$ cat src/rtl/sp_addr_fixup.sv
module sp_addr_fixup #(
  parameter int VA_W    = 64,
  parameter int PA_W    = 44,
  parameter int SP_HI   = 47,
  parameter int SP_LO   = 41,
  parameter logic [SP_HI-SP_LO:0] SP_TAG = 7'h7e,
  parameter int EXT_BIT = 40,
  parameter int CLR_HI  = 42,
  parameter int CLR_LO  = 35,
  parameter int WIN_LSB = 20,
  parameter int MODE_W  = 2,
  parameter logic [MODE_W-1:0] KERNEL = '0
) (
  input  logic [VA_W-1:0]   va,
  input  logic [MODE_W-1:0] cpu_mode,
  input  logic              ifetch,
  input  logic              phys_mode,
  input  logic [VA_W-1:0]   xlat_pa,
  output logic [PA_W-1:0]   pa,
  output logic              uncached,
  output logic              flt_acv,
  output logic              flt_mchk,
  output logic              flt_unimp
);
  localparam int UC_BIT = PA_W - 1;
  localparam logic [PA_W-1:0] HI_ONES = {PA_W{1'b1}} << EXT_BIT;
  localparam logic [PA_W-1:0] CLR_MASK =
    ({PA_W{1'b1}} << CLR_LO) & ~({PA_W{1'b1}} << (CLR_HI + 1));

  logic            sp_hit;
  logic [PA_W-1:0] sp_pa;
  logic [VA_W-1:0] raw;
  logic            over, uc_bit, in_win, ok;

  assign sp_hit = !phys_mode && (va[SP_HI:SP_LO] == SP_TAG);
  assign sp_pa  = va[EXT_BIT] ? (va[PA_W-1:0] | HI_ONES) : (va[PA_W-1:0] & ~HI_ONES);

  always_comb begin
    if (phys_mode)   raw = va;
    else if (sp_hit) raw = {{(VA_W-PA_W){1'b0}}, sp_pa};
    else             raw = xlat_pa;
  end

  assign over   = |raw[VA_W-1:PA_W];
  assign uc_bit = raw[UC_BIT];
  assign in_win = &raw[UC_BIT-1:WIN_LSB];

  assign flt_acv   = sp_hit && (cpu_mode != KERNEL);
  assign flt_mchk  = !flt_acv && over;
  assign ok        = !flt_acv && !flt_mchk;
  assign flt_unimp = ok && uc_bit && (in_win || ifetch);
  assign uncached  = ok && uc_bit && !in_win;
  assign pa        = uncached ? (raw[PA_W-1:0] & ~CLR_MASK) : raw[PA_W-1:0];

  always_comb begin
    a_r10_fault_onehot: assert ($onehot0({flt_acv, flt_mchk, flt_unimp}));
    a_r3_acv_needs_user: assert (!flt_acv || (cpu_mode != KERNEL && !phys_mode));
    a_r4_bypass_no_acv: assert (!phys_mode || !flt_acv);
    a_r7_strip_field: assert (!uncached || (pa[UC_BIT] && (pa & CLR_MASK) == '0));
    a_r6_mchk_cached: assert (!flt_mchk || !uncached);
    if (sp_hit && cpu_mode == KERNEL && va[EXT_BIT])
      a_r2_ext_uncached: assert (uncached || flt_unimp);
  end
endmodule

$ cat config.mk
export PLATFORM = sky130hd
export DESIGN_NAME = sp_addr_fixup
export DESIGN_NICKNAME = d
export VERILOG_FILES = /design/src/rtl/sp_addr_fixup.sv
export SDC_FILE = /design/constraint.sdc
export NUM_CORES = 1
export LEC_CHECK = 0
export BUFFER_PORTS_ARGS = -buffer_cell sky130_fd_sc_hd__clkbuf_2
export CAP_MARGIN = 10
export CORE_AREA = 2 2 70 72
export DETAILED_ROUTE_END_ITERATION = 8
export DIE_AREA = 0 0 72 74
export PLACE_DENSITY = 0.78
export SYNTH_ARGS = -nofsm -noshare
export SYNTH_HDL_FRONTEND = slang
export SYNTH_SLANG_ARGS = --single-unit
$ cat constraint.sdc
create_clock -name vclk -period 8.4
set_input_delay 1.68 -clock vclk [all_inputs]
set_output_delay 1.68 -clock vclk [all_outputs]
set_load 0.05 [all_outputs]
==> results.ini <==
[outcome]
status = completed

[worst_hold_path]
hold_class = in -> out

[setup_path]
critPathLaunchType = primary input
cp_data_required_time_ps = 6720
end_kind = output port
crit_arrival_ps = 4010
cp_max_fo = 45
critPathKind = in -> out

[finish]
nClkBuffers = 0
drive_gt1_frac = 0.764
syn2layout_area_growth_pct = 105
multi_input_area_um2 = 827
post-route-util = 0.393
n_sequential_cell = 0
num_antenna_cells = 0
nets = 418
fillCellCount = 487
regArea_um2 = 0

[timing]
fmax_mhz = 176
fin_tns_setup_ps = 0
rsz0062_at_grt = false
worstMarginPinSlew_ps = 558
period_share = 0.678
maxSlewHeadroom = 0.628
setup_viol = 0
drv_slew = 0
hold_violations = 0
min_period_ps = 5690

[power_and_ir_drop]
p_int_w = 0.0000511
power.switching_w = 0.0000964
ir_drop_v = 0.0000496
power_density_mw_per_mm2 = 81.6
power.total_w = 0.000147
pwr-share-comb = 1.000
clock_power_share = 0
p_sw_frac = 0.653
pwr-share-seq = 0
leakage_nw = 1.01

[detailed_routing]
drcViolationCount = 0
post_drt_wl_per_cell_um = 12.6
drtIter0Drc = 36
vias = 1613
routed_wl_mm = 4.25
ant_nets = 0
first_pass_iters = 4
viasPerCell = 4.77

[synth]
synth.avg_cell_area_um2 = 7.86
synth_top_area_share = 0.447
ys_seq_area_frac = 0
syn_nets = 244
synth_cells = 112
ys_warn_count = 0
synthTopCellsByArea = mux2_2 (45%), nor4_1 (8.5%), nand4_1 (6.4%)
yosys.area.top_type = mux2_2
synth_area_um2 = 881
yosysUniqueCellTypes = 27
yosysMostFrequentCell = mux2_2
synth_common_cells = mux2_2 (35), nor4_1 (12), nand4_1 (9)

[die]
coreArea_mm2 = 0.00460
die-area_mm2 = 0.00533
io-pin-count = 180
fp.dieH_um = 74
rows = 25
dieWidth_um = 72
start_util = 0.192

[clock_network]
cts_setup_buffers = 0
hold_buffers = 0
ctsResizeCount = 0

[global_route]
overflow = 0
grt_pass1_wl_mm = 6.44
grt.total_usage = 0.145
grt_pass1_vias = 1474
grt_antenna_before_repair = 0
grt_max_degree = 46

[place]
hpwl_mm = 3.87
port_buffers = 180
globalplace.congestion = 0.776

[run]
max-cap-violations = 0

[metrics by stage]
stage / worst slack (ps) / hold slack (ps) / instances / cell area [um^2]
finish: 2710 / 3810 / 338 / 1810
global route: 2570 / 3830 / 338 / 1810
CTS: 2710 / 3810 / 338 / 1810
detailed placement: 2720 / 3810 / 338 / 1810
global placement: 2770 / 3810 / 338 / 1810
floorplan: 2110 / 3640 / 112 / 881
[placed cells by master (no fill, tap or decap), types with 2 or more instances in the layout]
master,n
nand3_1,5
clkbuf_2,180
a221oi_1,2
or4_1,2
mux2i_1,5
nand2_1,5
nor2_1,3
mux2_2,35
nor4_1,12
a31oi_1,8
o21ai_0,2
nand4_1,9
nor2b_1,3
[kinds of logic after synthesis]
family	count (synthesis)	share of synthesized area
mux	40	0.504
buf+inv	10	0.0611
compound gates	18	0.146
simple gates	44	0.288
[layer usage]
metal	up-vias	wire (um)	part of all wire	track usage
li1	806	-	-	-
met1	720	1800	0.42	0.189
met2	85	2100	0.49	0.269
met3	2	342	0.080	0.0163
met4	0	12	0.0028	0.00839
met5	-	0	0	0
[critical path: stages]
cell,delay [ps]
clkbuf_2,90
nand3b_1,180
o21ba_2,210
buf_4,290
or4_1,600
a211o_1,430
a31oi_1,220
clkbuf_2,300
[power by group through the flow]
stage / sequential (W) / combinational [W] / clock [W]
global placement: 0 / 0.000146 / 0
finish: 0 / 0.000147 / 0
CTS: 0 / 0.000148 / 0
floorplan: 0 / 0.0000968 / 0
detailed placement: 0 / 0.000148 / 0
global route: 0 / 0.000156 / 0
[final cells by class]
cell class | instances | share of cell area
inverters | 1 | 0.00208
multi-input cells | 102 | 0.458
well taps | 54 | 0.0374
repair buffers | 181 | 0.503
[path summary, 6_finish.rpt]
check,from,to,cells after the start
worst min-delay path,cpu_mode[0],flt_acv,4
worst max-delay path,va[41],pa[42],8
No activity file was read; power rests on OpenSTA's default activity.
